File: config.mk
export PLATFORM = sky130hd
export DESIGN_NAME = sync_serial_port
export DESIGN_NICKNAME = d
export VERILOG_FILES = /design/src/rtl/ssp_pkg.sv /design/src/rtl/ssp_regs.sv /design/src/rtl/ssp_clkgen.sv /design/src/rtl/ssp_tx.sv /design/src/rtl/ssp_rx.sv /design/src/rtl/sync_serial_port.sv
export SDC_FILE = /design/constraint.sdc
export NUM_CORES = 1
export LEC_CHECK = 0
export ABC_AREA = 1
export CAP_MARGIN = 20
export CORE_MARGIN = 3
export CORE_UTILIZATION = 50
export DETAILED_ROUTE_END_ITERATION = 10
export PLACE_DENSITY = 0.77
export SYNTH_ARGS = -nofsm -noshare
export SYNTH_HDL_FRONTEND = slang
export SYNTH_SLANG_ARGS = --single-unit
File: constraint.sdc
create_clock -name clk -period 2.6 [get_ports clk]
set_clock_uncertainty 0.05 [all_clocks]
set_input_delay 0.52 -clock clk [delete_from_list [all_inputs] [get_ports clk]]
set_output_delay 0.52 -clock clk [all_outputs]
set_load 0.1 [all_outputs]
File: src/rtl/ssp_pkg.sv
package ssp_pkg;
   localparam int unsigned HOST_AW = 3;
   localparam int unsigned HOST_DW = 8;

   typedef enum logic [HOST_AW-1:0] {
      REG_TXD  = 3'd0,
      REG_RXD  = 3'd1,
      REG_STAT = 3'd2,
      REG_DIV  = 3'd3,
      REG_CTRL = 3'd4
   } ssp_reg_e;

   localparam int unsigned STAT_TDE = 0;
   localparam int unsigned STAT_RDF = 1;
   localparam int unsigned STAT_OVR = 2;

   // packed so that bit0 = transmit enable, bit1 = receive enable, bit2 = external clock
   typedef struct packed {
      logic ext;
      logic rxe;
      logic txe;
   } ssp_ctrl_t;
endpackage

File: src/rtl/ssp_regs.sv
module ssp_regs
   import ssp_pkg::*;
#(
   parameter int unsigned CHAR_BITS = 8,
   parameter int unsigned DIV_W     = 8
) (
   input  logic                 clk,
   input  logic                 rst_n,
   input  logic                 wr_en,
   input  logic                 rd_en,
   input  logic [HOST_AW-1:0]   addr,
   input  logic [HOST_DW-1:0]   wdata,
   output logic [HOST_DW-1:0]   rdata,
   input  logic [CHAR_BITS-1:0] rx_char,
   input  logic                 tde,
   input  logic                 rdf,
   input  logic                 ovr,
   output logic                 tdr_wr,
   output logic                 rdr_rd,
   output logic                 ovr_clr,
   output logic [DIV_W-1:0]     div,
   output ssp_ctrl_t            ctrl
);
   assign tdr_wr  = wr_en && (addr == REG_TXD);
   assign rdr_rd  = rd_en && (addr == REG_RXD);
   assign ovr_clr = wr_en && (addr == REG_STAT) && wdata[STAT_OVR];

   always_ff @(posedge clk or negedge rst_n) begin
      if (!rst_n) begin
         div  <= '0;
         ctrl <= '0;
      end else if (wr_en) begin
         if (addr == REG_DIV)  div  <= wdata[DIV_W-1:0];
         if (addr == REG_CTRL) ctrl <= ssp_ctrl_t'(wdata[2:0]);
      end
   end

   always_comb begin
      rdata = '0;
      case (addr)
         REG_RXD:  rdata[CHAR_BITS-1:0] = rx_char;
         REG_STAT: begin
            rdata[STAT_TDE] = tde;
            rdata[STAT_RDF] = rdf;
            rdata[STAT_OVR] = ovr;
         end
         REG_DIV:  rdata[DIV_W-1:0] = div;
         REG_CTRL: rdata[2:0] = ctrl;
         default:  rdata = '0;
      endcase
   end
endmodule

File: src/rtl/ssp_clkgen.sv
module ssp_clkgen #(
   parameter int unsigned CHAR_BITS   = 8,
   parameter int unsigned DIV_W       = 8,
   parameter int unsigned SYNC_STAGES = 2,
   parameter bit          EXT_CLK_EN  = 1'b1
) (
   input  logic             clk,
   input  logic             rst_n,
   input  logic             ext_sel,
   input  logic             req,
   input  logic [DIV_W-1:0] div,
   input  logic             sck_in,
   output logic             sck_out,
   output logic             fall_stb,
   output logic             rise_stb
);
   localparam int unsigned PW = $clog2(CHAR_BITS + 1);
   localparam logic [PW-1:0] LAST_PULSE = PW'(CHAR_BITS);

   logic             act;
   logic             sclk_q;
   logic [DIV_W-1:0] cnt;
   logic [PW-1:0]    npul;
   logic             go, tick, i_fall, i_rise;
   logic             e_fall, e_rise;

   assign go     = req && !ext_sel;
   assign tick   = act && (cnt == div);
   assign i_fall = (!act && go) || (tick && sclk_q && ((npul != LAST_PULSE) || go));
   assign i_rise = tick && !sclk_q;

   always_ff @(posedge clk or negedge rst_n) begin
      if (!rst_n) begin
         act    <= 1'b0;
         sclk_q <= 1'b1;
         cnt    <= '0;
         npul   <= '0;
      end else if (!act) begin
         if (go) begin
            act    <= 1'b1;
            sclk_q <= 1'b0;
            cnt    <= '0;
            npul   <= PW'(1);
         end
      end else if (!tick) begin
         cnt <= cnt + 1'b1;
      end else begin
         cnt <= '0;
         if (!sclk_q) begin
            sclk_q <= 1'b1;
         end else if (npul != LAST_PULSE) begin
            sclk_q <= 1'b0;
            npul   <= npul + 1'b1;
         end else if (go) begin
            sclk_q <= 1'b0;
            npul   <= PW'(1);
         end else begin
            act <= 1'b0;
         end
      end
   end

   generate
      if (EXT_CLK_EN) begin : g_ext
         logic [SYNC_STAGES-1:0] sync_q;
         logic                   prev_q;
         always_ff @(posedge clk or negedge rst_n) begin
            if (!rst_n) begin
               sync_q <= '1;
               prev_q <= 1'b1;
            end else begin
               sync_q <= {sync_q[SYNC_STAGES-2:0], sck_in};
               prev_q <= sync_q[SYNC_STAGES-1];
            end
         end
         assign e_fall = prev_q && !sync_q[SYNC_STAGES-1];
         assign e_rise = !prev_q && sync_q[SYNC_STAGES-1];
      end else begin : g_int_only
         assign e_fall = 1'b0;
         assign e_rise = 1'b0;
      end
   endgenerate

   assign sck_out  = sclk_q;
   assign fall_stb = ext_sel ? e_fall : i_fall;
   assign rise_stb = ext_sel ? e_rise : i_rise;

   assert_one_edge_R3: assert property (@(posedge clk) disable iff (!rst_n)
      !(fall_stb && rise_stb));
   assert_pulse_bound_R6: assert property (@(posedge clk) disable iff (!rst_n)
      npul <= LAST_PULSE);
   assert_div_hold_R9: assert property (@(posedge clk) disable iff (!rst_n)
      (act && !tick) |=> $stable(sck_out));
   assert_idle_high_R7: assert property (@(posedge clk) disable iff (!rst_n)
      (tick && sclk_q && npul == LAST_PULSE && !go) |=> (sck_out && !act));
endmodule

File: src/rtl/ssp_tx.sv
module ssp_tx #(
   parameter int unsigned CHAR_BITS = 8
) (
   input  logic                 clk,
   input  logic                 rst_n,
   input  logic                 txe,
   input  logic                 fall,
   input  logic                 wr,
   input  logic [CHAR_BITS-1:0] wdata,
   output logic                 tde,
   output logic                 txd
);
   localparam int unsigned CW = $clog2(CHAR_BITS);
   localparam logic [CW-1:0] LAST_BIT = CW'(CHAR_BITS - 1);

   logic [CHAR_BITS-1:0] tdr, shr;
   logic                 busy;
   logic [CW-1:0]        bcnt;
   logic                 at_bound, load;

   assign at_bound = !busy || (bcnt == LAST_BIT);
   assign load     = fall && at_bound && txe && !tde;

   always_ff @(posedge clk or negedge rst_n) begin
      if (!rst_n) begin
         tdr  <= '0;
         shr  <= '0;
         busy <= 1'b0;
         bcnt <= '0;
         tde  <= 1'b1;
         txd  <= 1'b1;
      end else begin
         if (wr) tdr <= wdata;
         if (wr)        tde <= 1'b0;
         else if (load) tde <= 1'b1;
         if (fall) begin
            if (load) begin
               shr  <= tdr;
               txd  <= tdr[0];
               busy <= 1'b1;
               bcnt <= '0;
            end else if (!at_bound) begin
               shr  <= shr >> 1;
               txd  <= shr[1];
               bcnt <= bcnt + 1'b1;
            end else begin
               busy <= 1'b0;
            end
         end
      end
   end

   assert_tx_hold_R3: assert property (@(posedge clk) disable iff (!rst_n)
      !fall |=> $stable(txd));
   assert_tde_on_load_R10: assert property (@(posedge clk) disable iff (!rst_n)
      (load && !wr) |=> tde);
   assert_park_msb_R5: assert property (@(posedge clk) disable iff (!rst_n)
      (fall && busy && bcnt == LAST_BIT && !load) |=> $stable(txd));
endmodule

File: src/rtl/ssp_rx.sv
module ssp_rx #(
   parameter int unsigned CHAR_BITS = 8
) (
   input  logic                 clk,
   input  logic                 rst_n,
   input  logic                 rxe,
   input  logic                 rise,
   input  logic                 rxd,
   input  logic                 rd,
   input  logic                 ovr_clr,
   output logic [CHAR_BITS-1:0] rdr,
   output logic                 rdf,
   output logic                 ovr
);
   localparam int unsigned CW = $clog2(CHAR_BITS);
   localparam logic [CW-1:0] LAST_BIT = CW'(CHAR_BITS - 1);

   logic [CHAR_BITS-1:0] shr;
   logic [CW-1:0]        bcnt;
   logic                 done;

   assign done = rise && rxe && (bcnt == LAST_BIT);

   always_ff @(posedge clk or negedge rst_n) begin
      if (!rst_n) begin
         shr  <= '0;
         bcnt <= '0;
         rdr  <= '0;
         rdf  <= 1'b0;
         ovr  <= 1'b0;
      end else begin
         if (!rxe) begin
            bcnt <= '0;
         end else if (rise) begin
            shr  <= {rxd, shr[CHAR_BITS-1:1]};
            bcnt <= (bcnt == LAST_BIT) ? '0 : bcnt + 1'b1;
         end
         if (done && !rdf) rdr <= {rxd, shr[CHAR_BITS-1:1]};
         if (done && !rdf) rdf <= 1'b1;
         else if (rd)      rdf <= 1'b0;
         if (done && rdf)  ovr <= 1'b1;
         else if (ovr_clr) ovr <= 1'b0;
      end
   end

   assert_ovr_set_R11: assert property (@(posedge clk) disable iff (!rst_n)
      (done && rdf) |=> ovr);
   assert_ovr_keeps_data_R11: assert property (@(posedge clk) disable iff (!rst_n)
      (done && rdf) |=> $stable(rdr));
   assert_ovr_sticky_R12: assert property (@(posedge clk) disable iff (!rst_n)
      (ovr && !ovr_clr) |=> ovr);
endmodule

File: src/rtl/sync_serial_port.sv
module sync_serial_port
   import ssp_pkg::*;
#(
   parameter int unsigned CHAR_BITS   = 8,
   parameter int unsigned DIV_W       = 8,
   parameter int unsigned SYNC_STAGES = 2,
   parameter bit          EXT_CLK_EN  = 1'b1
) (
   input  logic       clk,
   input  logic       rst_n,
   input  logic       host_wr,
   input  logic       host_rd,
   input  logic [2:0] host_addr,
   input  logic [7:0] host_wdata,
   output logic [7:0] host_rdata,
   input  logic       sck_i,
   output logic       sck_o,
   output logic       sck_oe,
   output logic       txd_o,
   input  logic       rxd_i
);
   generate
      if (CHAR_BITS < 2 || CHAR_BITS > HOST_DW) begin : g_bad_char
         $error("CHAR_BITS must lie between 2 and the host data width");
      end
      if (DIV_W < 1 || DIV_W > HOST_DW) begin : g_bad_div
         $error("DIV_W must lie between 1 and the host data width");
      end
      if (EXT_CLK_EN && SYNC_STAGES < 2) begin : g_bad_sync
         $error("SYNC_STAGES must be at least 2");
      end
   endgenerate

   ssp_ctrl_t            ctrl;
   logic [DIV_W-1:0]     div;
   logic [CHAR_BITS-1:0] rx_char;
   logic                 tde, rdf, ovr;
   logic                 tdr_wr, rdr_rd, ovr_clr;
   logic                 fall_stb, rise_stb, req;

   assign req    = (ctrl.txe && !tde) || (ctrl.rxe && !ctrl.txe);
   assign sck_oe = !ctrl.ext;

   ssp_regs #(.CHAR_BITS(CHAR_BITS), .DIV_W(DIV_W)) i_regs (
      .clk(clk), .rst_n(rst_n), .wr_en(host_wr), .rd_en(host_rd),
      .addr(host_addr), .wdata(host_wdata), .rdata(host_rdata),
      .rx_char(rx_char), .tde(tde), .rdf(rdf), .ovr(ovr),
      .tdr_wr(tdr_wr), .rdr_rd(rdr_rd), .ovr_clr(ovr_clr),
      .div(div), .ctrl(ctrl)
   );

   ssp_clkgen #(.CHAR_BITS(CHAR_BITS), .DIV_W(DIV_W),
                .SYNC_STAGES(SYNC_STAGES), .EXT_CLK_EN(EXT_CLK_EN)) i_clkgen (
      .clk(clk), .rst_n(rst_n), .ext_sel(ctrl.ext), .req(req), .div(div),
      .sck_in(sck_i), .sck_out(sck_o), .fall_stb(fall_stb), .rise_stb(rise_stb)
   );

   ssp_tx #(.CHAR_BITS(CHAR_BITS)) i_tx (
      .clk(clk), .rst_n(rst_n), .txe(ctrl.txe), .fall(fall_stb),
      .wr(tdr_wr), .wdata(host_wdata[CHAR_BITS-1:0]), .tde(tde), .txd(txd_o)
   );

   ssp_rx #(.CHAR_BITS(CHAR_BITS)) i_rx (
      .clk(clk), .rst_n(rst_n), .rxe(ctrl.rxe), .rise(rise_stb), .rxd(rxd_i),
      .rd(rdr_rd), .ovr_clr(ovr_clr), .rdr(rx_char), .rdf(rdf), .ovr(ovr)
   );

   assert_ext_no_drive_R13: assert property (@(posedge clk) disable iff (!rst_n)
      ctrl.ext |-> !sck_oe);
   assert_tx_empty_before_load_R10: assert property (@(posedge clk) disable iff (!rst_n)
      tdr_wr |=> !tde);
endmodule

Yosys cells after proc, flatten, opt, wreduce, memory -nomap -nowiden

Index checks and enable logic that the tools add are counted.

Flip-flop bits (word level): 71
Input port bits: 17
Output and inout port bits: 11
Word-level logic and storage cells: 124

$add $sub $neg: 4
Equal/unequal tests: 12
Muxes and demuxes: 40
Reductions and logical operators: 47

Operators with widths:

| operator            | number |
|---|---|
| $mux 8              | 5 |
| $mux 1              | 23 |
| $logic_and 1x1->1   | 21 |
| $mux 4              | 5 |
| $mux 3              | 5 |
| $reduce_and 2->1    | 7 |
| $pmux 3 s4          | 1 |
| $pmux 5 s2          | 1 |
| $reduce_bool 2->1   | 5 |
| $eq 3x3->1 const B  | 3 |
| $logic_not 1->1     | 9 |
| $add 8x1->8 const B | 1 |
| $eq 8x8->1          | 1 |
| $add 3x1->3 const B | 2 |
| $eq 3x2->1 const B  | 2 |
| $ne 2x2->1 const B  | 3 |
| $add 4x1->4 const B | 1 |
| $logic_or 1x1->1    | 4 |
| $ne 4x4->1 const B  | 1 |
| $eq 3x1->1 const B  | 1 |
| $logic_not 3->1     | 1 |
| $ne 2x1->1 const B  | 1 |

Depth between registers and ports, before layout

Gate-level depths: netlist of run 1.

Depth after elaboration: 13
Mapped depth: 15
Depth with buffers taken out: 14

Cells and area by module

Synthesis of run 1 repeated with hierarchy kept, for this count alone.

Cells, all modules: 439
Area, all modules: 3,658.5 um2

Modules (own cells, without submodules):

| module           | times used | cells an instance | area each (um2) | seq. area each (um2) |
|---|---|---|---|---|
| ssp_clkgen       | 1          | 144               | 1,099.8         | 430.4 |
| ssp_tx           | 1          | 105               | 985.9           | 528.0 |
| ssp_rx           | 1          | 84                | 820.8           | 500.5 |
| ssp_regs         | 1          | 100               | 729.4           | 275.3 |
| sync_serial_port | 1          | 6                 | 22.5            | 0.0 |

Least setup slack after synthesis of run 1

No wires, ideal clock.

Kind: in2out
Start: input port host_addr[0]
End: output port host_rdata[4]
Arrival: 3.086 ns
Slack: -1.056 ns
Stages: 4
Buffers on the path: 0
Cells stage by stage: inv_1 nor3_2 inv_1 o21ai_0

Longest elaborated chain between the ends: 2
Elaborated cells on any way between the ends: 3
Classes of those cells: 2 x eq/ne; 1 x mux

Ends and longest elaborated chain:

| what                                     | RTL line               | source |
|---|---|---|
| from (decl)                              | sync_serial_port.sv:13 | `input logic [2:0] host_addr,` |
| $eq 3x2->1 or $eq 3x1->1 (tied branches) | ssp_regs.sv:40         | `case (addr)` |
| $pmux 5 s2 *                             | ssp_regs.sv:40         |  |
| to (decl)                                | sync_serial_port.sv:15 | `output logic [7:0] host_rdata,` |

Every way passes the cells marked *; elsewhere a longest branch is shown, timed or not.

Final worst setup path of run 1

Same ends and word-level chain as after synthesis.

==> results of run 1 <==
==> per-stage QoR <==
| stage | area, um^2 | setup WS (ns) | power [mW] | std cells |
|---|---|---|---|---|
| finish | 4120 | 0.108 | 3.52 | 516 |
| global route | 4120 | 0.0196 | 3.75 | 516 |
| CTS | 4080 | 0.0545 | 3.53 | 515 |
| detailed placement | 3870 | 0.0751 | 2.61 | 499 |
| global placement | 3870 | 0.152 | 2.55 | 499 |
| floorplan | 3420 | -0.323 | 2.29 | 394 |
==> what timing repair did <==
action,CTS,global route
resized for setup,0,6
buffers inserted,0,1
setup endpoints to repair,0,6
==> per-layer routing <==
layer | global-route usage | up-vias
li1 | - | 1350
met1 | 0.302 | 1322
met2 | 0.333 | 79
met3 | 0.0512 | 8
met4 | 0.0673 | 0
met5 | 0 | -
==> cells by family after synthesis <==
group / Yosys count / share of synthesized area
XOR/XNOR: 13 / 0.0333
AO/OA/AOI/OAI: 69 / 0.130
adder cells (fa/ha/maj): 7 / 0.0256
buffers and inverters: 65 / 0.0783
AND/OR/NAND/NOR: 171 / 0.225
flip-flops: 69 / 0.507
==> synthesized netlist by cell type, drive strengths merged, types with 4 or more instances <==
cell type  number  area (um^2)
a21oi           4         35.0
nand3          12         85.1
nand2         127          502
nor3            7         40.0
nor2           13         53.8
dfstp           6          158
nand4          12         90.1
xor2            6         52.6
clkbuf          4         15.0
ha              7         87.6
xnor2           7         61.3
o21ai          48          270
o22ai           6         37.5
dfrtp          63         1580
buf             4         38.8
inv            57          214
==> final cells by class <==
type,instances,area share
tap,77,0.0234
clock inverter,4,0.0109
timing repair buffer,37,0.101
clock buffer,12,0.0401
sequential,69,0.421
inverter,57,0.0519
multi-input combinational,260,0.352
==> worst max-delay path: cells and delay by family <==
kind	cells	cell delay, ns
buf+inv	4	0.93
compound gates	1	0.24
simple gates	1	0.22
==> power breakdown <==
| group | total, mW | internal, mW | switching (mW) |
|---|---|---|---|
| Combinational | 1.05 | 0.379 | 0.668 |
| Sequential | 1.56 | 1.34 | 0.219 |
| Clock | 0.908 | 0.517 | 0.391 |
==> worst max path at each step <==
stage / cells after the start / slack, ns / end
finish: 6 / 0.11 / host_rdata[4]
global route: 7 / 0.02 / host_rdata[0]
CTS: 6 / 0.05 / host_rdata[1]
detailed placement: 6 / 0.08 / host_rdata[1]
global placement: 6 / 0.15 / host_rdata[0]
floorplan: 3 / -0.32 / host_rdata[0]
==> state kept, by name, summed over array words and instances, names as in the netlist <==
signal and count:
i_clkgen.cnt 8, i_regs.div 8, i_rx.rdr 8, i_tx.tdr 8, i_rx.shr 7, i_tx.shr 7, i_clkgen.npul 4, i_regs.ctrl 3
i_rx.bcnt 3, i_tx.bcnt 3, i_clkgen.g_ext.sync_q 2, i_clkgen.act 1, i_clkgen.g_ext.prev_q 1, i_clkgen.sck_out 1, i_rx.ovr 1, i_rx.rdf 1
i_tx.busy 1, i_tx.tde 1, i_tx.txd 1
==> results.cfg, run 1 <==
[synth]
synth-async-reset-ratio = 1.00
yosysUniqueCellTypes = 33
synth_edf_count = 0
netlist_area_um2 = 3420
synth_seq_cells = 69
syn_inst = 394
yosys_warnings = 0
syn_avg_cell_area_um2 = 8.68
yosysSeqAreaShare = 0.507
synthesis.nets = 418
ys.flop_type = dfrtp_1

[final_layout]
multi_input_area_um2 = 1450
num-fill-cells = 539
syn_to_final_growth_pct = 20.6
seqCellArea_um2 = 1730
fin_nets = 458
layout-drive-gt1-share = 0.180
layout_common_cells = 121 x nand2_1, 63 x dfrtp_1, 51 x inv_1
fin_util = 0.635
final_common_cell = nand2_1
diodes = 0

[route]
dr.max_layer_used = met4
met2WireLength_um = 3540
routed_wl_um = 7530
drt-wirelength-per-cell_um = 14.6
postRouteAntennaNets = 0
num_vias = 2759
drtPass1Iterations = 4
vias_per_cell = 5.35
wl_met1_um = 3400
route.detailed.drc = 0
drt_iter0_drc = 173
wl_met3_um = 513

[clock_tree]
clock-sinks = 69
insertion_delay_ns = 0.34
clkTransAtPathRegs_ns = 0.08
cts_root_buf = clkbuf_8
hold_buffers = 0
htreeDepth = 3
cts_inserted_buffers = 9
cts_tree = built
cts.path.max_buffers = 2

[critical_path]
crit_type = in -> out
worstPathArrival_ns = 1.92
cpMostUsedCell = inv_1
worstReg2RegEnd = i_tx.shr[1]$_DFFE_PN0P_
required_ns = 2.03
startpoint = host_addr[0]
slowest_delay_ns = 0.53
start_kind = input port
endpoint_kind = output pin
reg2reg_depth = 14
r2r_start = i_clkgen.npul[0]$_DFFE_PN0P_
critPathMaxFanout = 3
rrSetupSlack_ns = 0.46
crit_slowest_cell = clkdlybuf4s50_1
critical_path.cell_chain = clkdlybuf4s50_1 > inv_1 > nor3_2 > inv_1 > o21ai_1 > buf_12

[grt]
grt_max_degree = 40
grt_pass1_vias = 2747
grt_pass1_wl_um = 13000
antenna_found_initial = 0
gr-total-overflow = 0
grt_usage = 0.216

[power_and_ir_drop]
ir_worst_vdd_v = 0.000548
powerDensity_nw_per_um2 = 853
p_leak_nw = 2.00

[placed_design]
gp_congestion = 0.979
dpl.hpwl_um = 5480
portBuffers = 27

[timing]
timing.slew.headroom = 0.681
drv_slew = 0
grt_setup_unrepaired = false
setup_viol = 0
fin_crit_sh = 0.958
min_period_ns = 2.49
tns_ns = 0
hold_viol_final = 0
hold_slack_ns = 0.146
fmax_ghz = 0.401
tightest_slew_ns = 0.478

[floorplanning]
dieHeight_um = 88.7
initial_core_util = 0.526
fp-row-count = 29
coreArea_um2 = 6490
fp.dieArea_um2 = 7870
pin_count = 28
die_w_um = 88.7

[min_path]
hp-class = in -> async

[run]
drv_cap = 0

[run_status]
status = finished, final reports clean
Power figures use the tool's default switching activity.
==> run 2: changes to the inputs <==
--- a/config.mk
+++ b/config.mk
@@ -10,6 +10,8 @@
 export CORE_MARGIN = 3
 export CORE_UTILIZATION = 50
 export DETAILED_ROUTE_END_ITERATION = 10
+export GPL_ROUTABILITY_DRIVEN = 0
+export GPL_TIMING_DRIVEN = 0
 export PLACE_DENSITY = 0.77
 export SYNTH_ARGS = -nofsm -noshare
 export SYNTH_HDL_FRONTEND = slang
==> results.cfg, run 2 (same netlist as run 1, synthesis figures left out) <==
[floorplanning]
initial_core_util = 0.526
coreArea_um2 = 6490
dieHeight_um = 88.7
pin_count = 28
fp.dieArea_um2 = 7870
die_w_um = 88.7
fp-row-count = 29

[clock_tree]
clock-sinks = 69
cts_tree = built
cts.path.max_buffers = 2
insertion_delay_ns = 0.34
cts_root_buf = clkbuf_8
htreeDepth = 3
clkTransAtPathRegs_ns = 0.07
cts_inserted_buffers = 9
hold_buffers = 0

[timing]
fin_crit_sh = 0.928
timing.slew.headroom = 0.360
hold_viol_final = 0
setup_viol = 0
fmax_ghz = 0.414
tightest_slew_ns = 0.959
drv_slew = 0
grt_setup_unrepaired = false
min_period_ns = 2.41

[final_layout]
diodes = 0
syn_to_final_growth_pct = 19.2
layout-drive-gt1-share = 0.157
layout_common_cells = 121 x nand2_1, 63 x dfrtp_1, 50 x inv_1
num-fill-cells = 537
fin_nets = 458
final_common_cell = nand2_1
final_cells = 516

[critical_path]
cpMostUsedCell = inv_1
crit_slowest_cell = dlygate4sd2_1
endpoint_kind = output pin
worstPathArrival_ns = 1.84
start_kind = input port
critical_path.cell_chain = dlygate4sd2_1 > inv_1 > nor3_4 > buf_12 > inv_1 > o21ai_1 > buf_6
slowest_delay_ns = 0.33
critPathMaxFanout = 8
required_ns = 2.03
crit_type = in -> out

[route]
drtPass1Iterations = 4
route.detailed.drc = 0
num_vias = 2673
routed_wl_um = 7070
postRouteAntennaNets = 0
drt-wirelength-per-cell_um = 13.7
drt_iter0_drc = 152
vias_per_cell = 5.18

[run]
drv_cap = 0

[power_and_ir_drop]
powerDensity_nw_per_um2 = 848
power_mw = 3.45
p_leak_nw = 1.99
ir_worst_vdd_v = 0.000551

[placed_design]
dpl.hpwl_um = 5080
dp_cells = 498
portBuffers = 27

[grt]
grt_pass1_wl_um = 12300
antenna_found_initial = 0
gr-total-overflow = 0
grt_usage = 0.204
grt_pass1_vias = 2594
grt_max_degree = 70

[min_path]
hp-class = in -> async

[run_status]
status = finished, final reports clean
==> run 2: critical path: cells and delay by family <==
kind | cells | cell delay (ns)
compound gates | 1 | 0.18
buf+inv | 5 | 0.91
simple gates | 1 | 0.22
==> run 2: worst paths after layout <==
kind / start / end / slack (ns) / depth (start not counted)
max in group asynchronous: rst_n / i_tx.shr[2]$_DFFE_PN0P_ / 1.70 / 1
max: host_addr[1] / host_rdata[4] / 0.19 / 7
max reg2reg: i_regs.div[4]$_DFFE_PN0P_ / i_rx.rdr[7]$_DFFE_PN0P_ / 0.51 / 15
min reg2reg: i_clkgen.g_ext.sync_q[0]$_DFF_PN1_ / i_clkgen.g_ext.sync_q[1]$_DFF_PN1_ / 0.31 / 0
min: rst_n / i_clkgen.cnt[2]$_DFFE_PN0P_ / 0.22 / 1
min in group clk: i_clkgen.g_ext.sync_q[0]$_DFF_PN1_ / i_clkgen.g_ext.sync_q[1]$_DFF_PN1_ / 0.31 / 0
==> run 2: cell type report <==
cell class | count | area [um^2] | share of cell area
flip-flops and latches | 69 | 1730 | 0.426
clock buffers | 13 | 169 | 0.0415
plain buffers | 8 | 53.8 | 0.0132
inverters | 57 | 214 | 0.0525
repair buffers | 29 | 307 | 0.0752
well taps | 77 | 96.3 | 0.0236
multi-input cells | 260 | 1460 | 0.358
clock inverters | 3 | 42.5 | 0.0104
==> run 2: power breakdown <==
part | switching [mW] | internal (mW) | total (mW)
sequential | 0.205 | 1.34 | 1.55
combinational | 0.653 | 0.345 | 0.998
clock | 0.389 | 0.521 | 0.910
total | 1.25 | 2.21 | 3.45
==> run 2: stage by stage <==
stage / hold slack, ns / cell area, um^2 / setup TNS, ns / utilization / worst slack [ns]
2_1_floorplan: 0.174 / 3420 / -1.27 / - / -0.323
3_3_place_gp: 0.298 / 3790 / -96.32 / 0.584 / -1.33
3_5_place_dp: 0.298 / 3790 / -9.52 / 0.583 / -1.25
4_1_cts: 0.269 / 4050 / 0 / 0.623 / 0.0192
5_1_grt: 0.296 / 4070 / 0 / 0.627 / 0.100
6_report: 0.215 / 4070 / 0 / 0.627 / 0.186
==> run 2: per-layer routing <==
| metal | share of wire | vias to the layer above | routed length (um) | global-route usage |
|---|---|---|---|---|
| met3 | 0.057 | 6 | 401 | 0.0438 |
| met1 | 0.48 | 1241 | 3380 | 0.294 |
| met5 | 0 | - | 0 | 0 |
| li1 | - | 1354 | - | - |
| met2 | 0.45 | 72 | 3210 | 0.302 |
| met4 | 0.012 | 0 | 83 | 0.0742 |
==> run 2: timing repair <==
action	4_1_cts	5_1_grt
endpoints found under the setup margin	10	9
resized for setup	61	7
gates cloned	0	0
setup buffers	2	0
pin swaps	2	0
==> run 3: changes to the inputs <==
==> constraint.sdc (replaced) <==
create_clock -name clk -period 2.6 [get_ports clk]
set_clock_uncertainty 0.05 [all_clocks]
set_input_delay 0.52 -clock clk [delete_from_list [all_inputs] [get_ports clk]]
set_output_delay 0.52 -clock clk [all_outputs]
set_load 0.01 [all_outputs]
==> results.cfg, run 3 (same netlist as run 1, synthesis figures left out) <==
[run_status]
status = finished, final reports clean

[timing]
hold_viol_final = 0
tns_ns = 0
hold_slack_ns = 0.224
min_period_ns = 2.47
fin_ws_ns = 0.132
tightest_slew_ns = 0.842
drv_slew = 0
grt_setup_unrepaired = false
setup_viol = 0
timing.slew.headroom = 0.439
fmax_ghz = 0.405
fin_crit_sh = 0.949

[route]
routed_wl_um = 7230
drt-wirelength-per-cell_um = 13.9
num_vias = 2695
vias_per_cell = 5.19
route.detailed.drc = 0
drt_iter0_drc = 211
drtPass1Iterations = 4
postRouteAntennaNets = 0

[critical_path]
r2r_start = i_clkgen.cnt[5]$_DFFE_PN0P_
worstReg2RegEnd = i_rx.rdr[7]$_DFFE_PN0P_
rrSetupSlack_ns = 0.46
reg2reg_depth = 15
endpoint_kind = output pin
critPathMaxFanout = 3
worstPathArrival_ns = 1.90
required_ns = 2.03
crit_type = in -> out
start_kind = input port

[floorplanning]
fp.dieArea_um2 = 7870
initial_core_util = 0.526
coreArea_um2 = 6490
die_w_um = 88.7
pin_count = 28
fp-row-count = 29
dieHeight_um = 88.7

[clock_tree]
cts_root_buf = clkbuf_8
htreeDepth = 3
cts.path.max_buffers = 2
insertion_delay_ns = 0.34
clock-sinks = 69
hold_buffers = 0
cts_inserted_buffers = 9
clkTransAtPathRegs_ns = 0.07
cts_tree = built

[placed_design]
pre_cts_ws_ns = -0.781
dpl.hpwl_um = 5110
portBuffers = 27

[grt]
grt_max_degree = 70
gr-total-overflow = 0
grt_pass1_wl_um = 12500
antenna_found_initial = 0
grt_pass1_vias = 2698
grt_usage = 0.207

[final_layout]
layout_common_cells = 121 x nand2_1, 63 x dfrtp_1, 50 x inv_1
final_common_cell = nand2_1
syn_to_final_growth_pct = 19.7
diodes = 0
fin_nets = 461
layout-drive-gt1-share = 0.152

[power_and_ir_drop]
ir_worst_vdd_v = 0.000340
power_mw = 3.50
powerDensity_nw_per_um2 = 856
p_leak_nw = 1.99

[run]
drv_cap = 0

[min_path]
hp-class = in -> async
-- run 3: final cells by class --
class	count	area (um^2)
well taps	77	96.3
repair buffers	32	295
plain buffers	8	53.8
flip-flops and latches	69	1730
inverters	57	214
fillers	557	2400
multi-input cells	260	1440
clock inverters	5	106
clock buffers	11	151
-- run 3: how the worst max path moves through the flow --
stage | slack [ns] | cells past startpoint | start | end
2_1_floorplan | 0.68 | 2 | host_addr[2] | host_rdata[3]
3_3_place_gp | -1.33 | 1 | rst_n | i_tx.shr[6]$_DFFE_PN0P_
3_5_place_dp | -0.78 | 5 | host_addr[2] | host_rdata[2]
4_1_cts | 0.08 | 6 | host_addr[1] | host_rdata[6]
5_1_grt | 0.03 | 6 | host_addr[0] | host_rdata[6]
6_report | 0.13 | 6 | host_addr[0] | host_rdata[6]
-- run 3: worst max-delay path, stage by stage --
cell and delay [ns]:
dlygate4sd2_1 0.27, inv_2 0.09, nor3_4 0.20, buf_4 0.15
a22o_1 0.13, clkdlybuf4s50_1 0.53
-- run 3: layer usage --
metal | GRT usage | vias to the layer above | wire (um)
met5 | 0 | - | 0
met4 | 0.0659 | 0 | 77
met3 | 0.0577 | 10 | 350
met2 | 0.328 | 52 | 3510
met1 | 0.275 | 1275 | 3290
li1 | - | 1358 | -
-- run 3: repair_timing --
item | in CTS | in global routing
pin swaps | 2 | 0
setup endpoints to repair | 8 | 2
gates cloned | 0 | 0
setup buffers | 5 | 0
gates resized for setup | 20 | 2
endpoints found under the hold margin | 0 | 0
-- run 3: metrics by stage --
stage               instance area, um^2  instances  utilization
floorplan                          3420        394            -
global placement                   3780        498        0.583
detailed placement                 3780        498        0.582
CTS                                4090        519        0.630
global route                       4090        519        0.630
finish                             4090        519        0.630
-- run 3: power breakdown --
part | internal [mW] | switching, mW | leakage [nW]
registers | 1.34 | 0.211 | 0.878
logic | 0.342 | 0.506 | 0.983
clock network | 0.691 | 0.413 | 0.126
total | 2.37 | 1.13 | 1.99
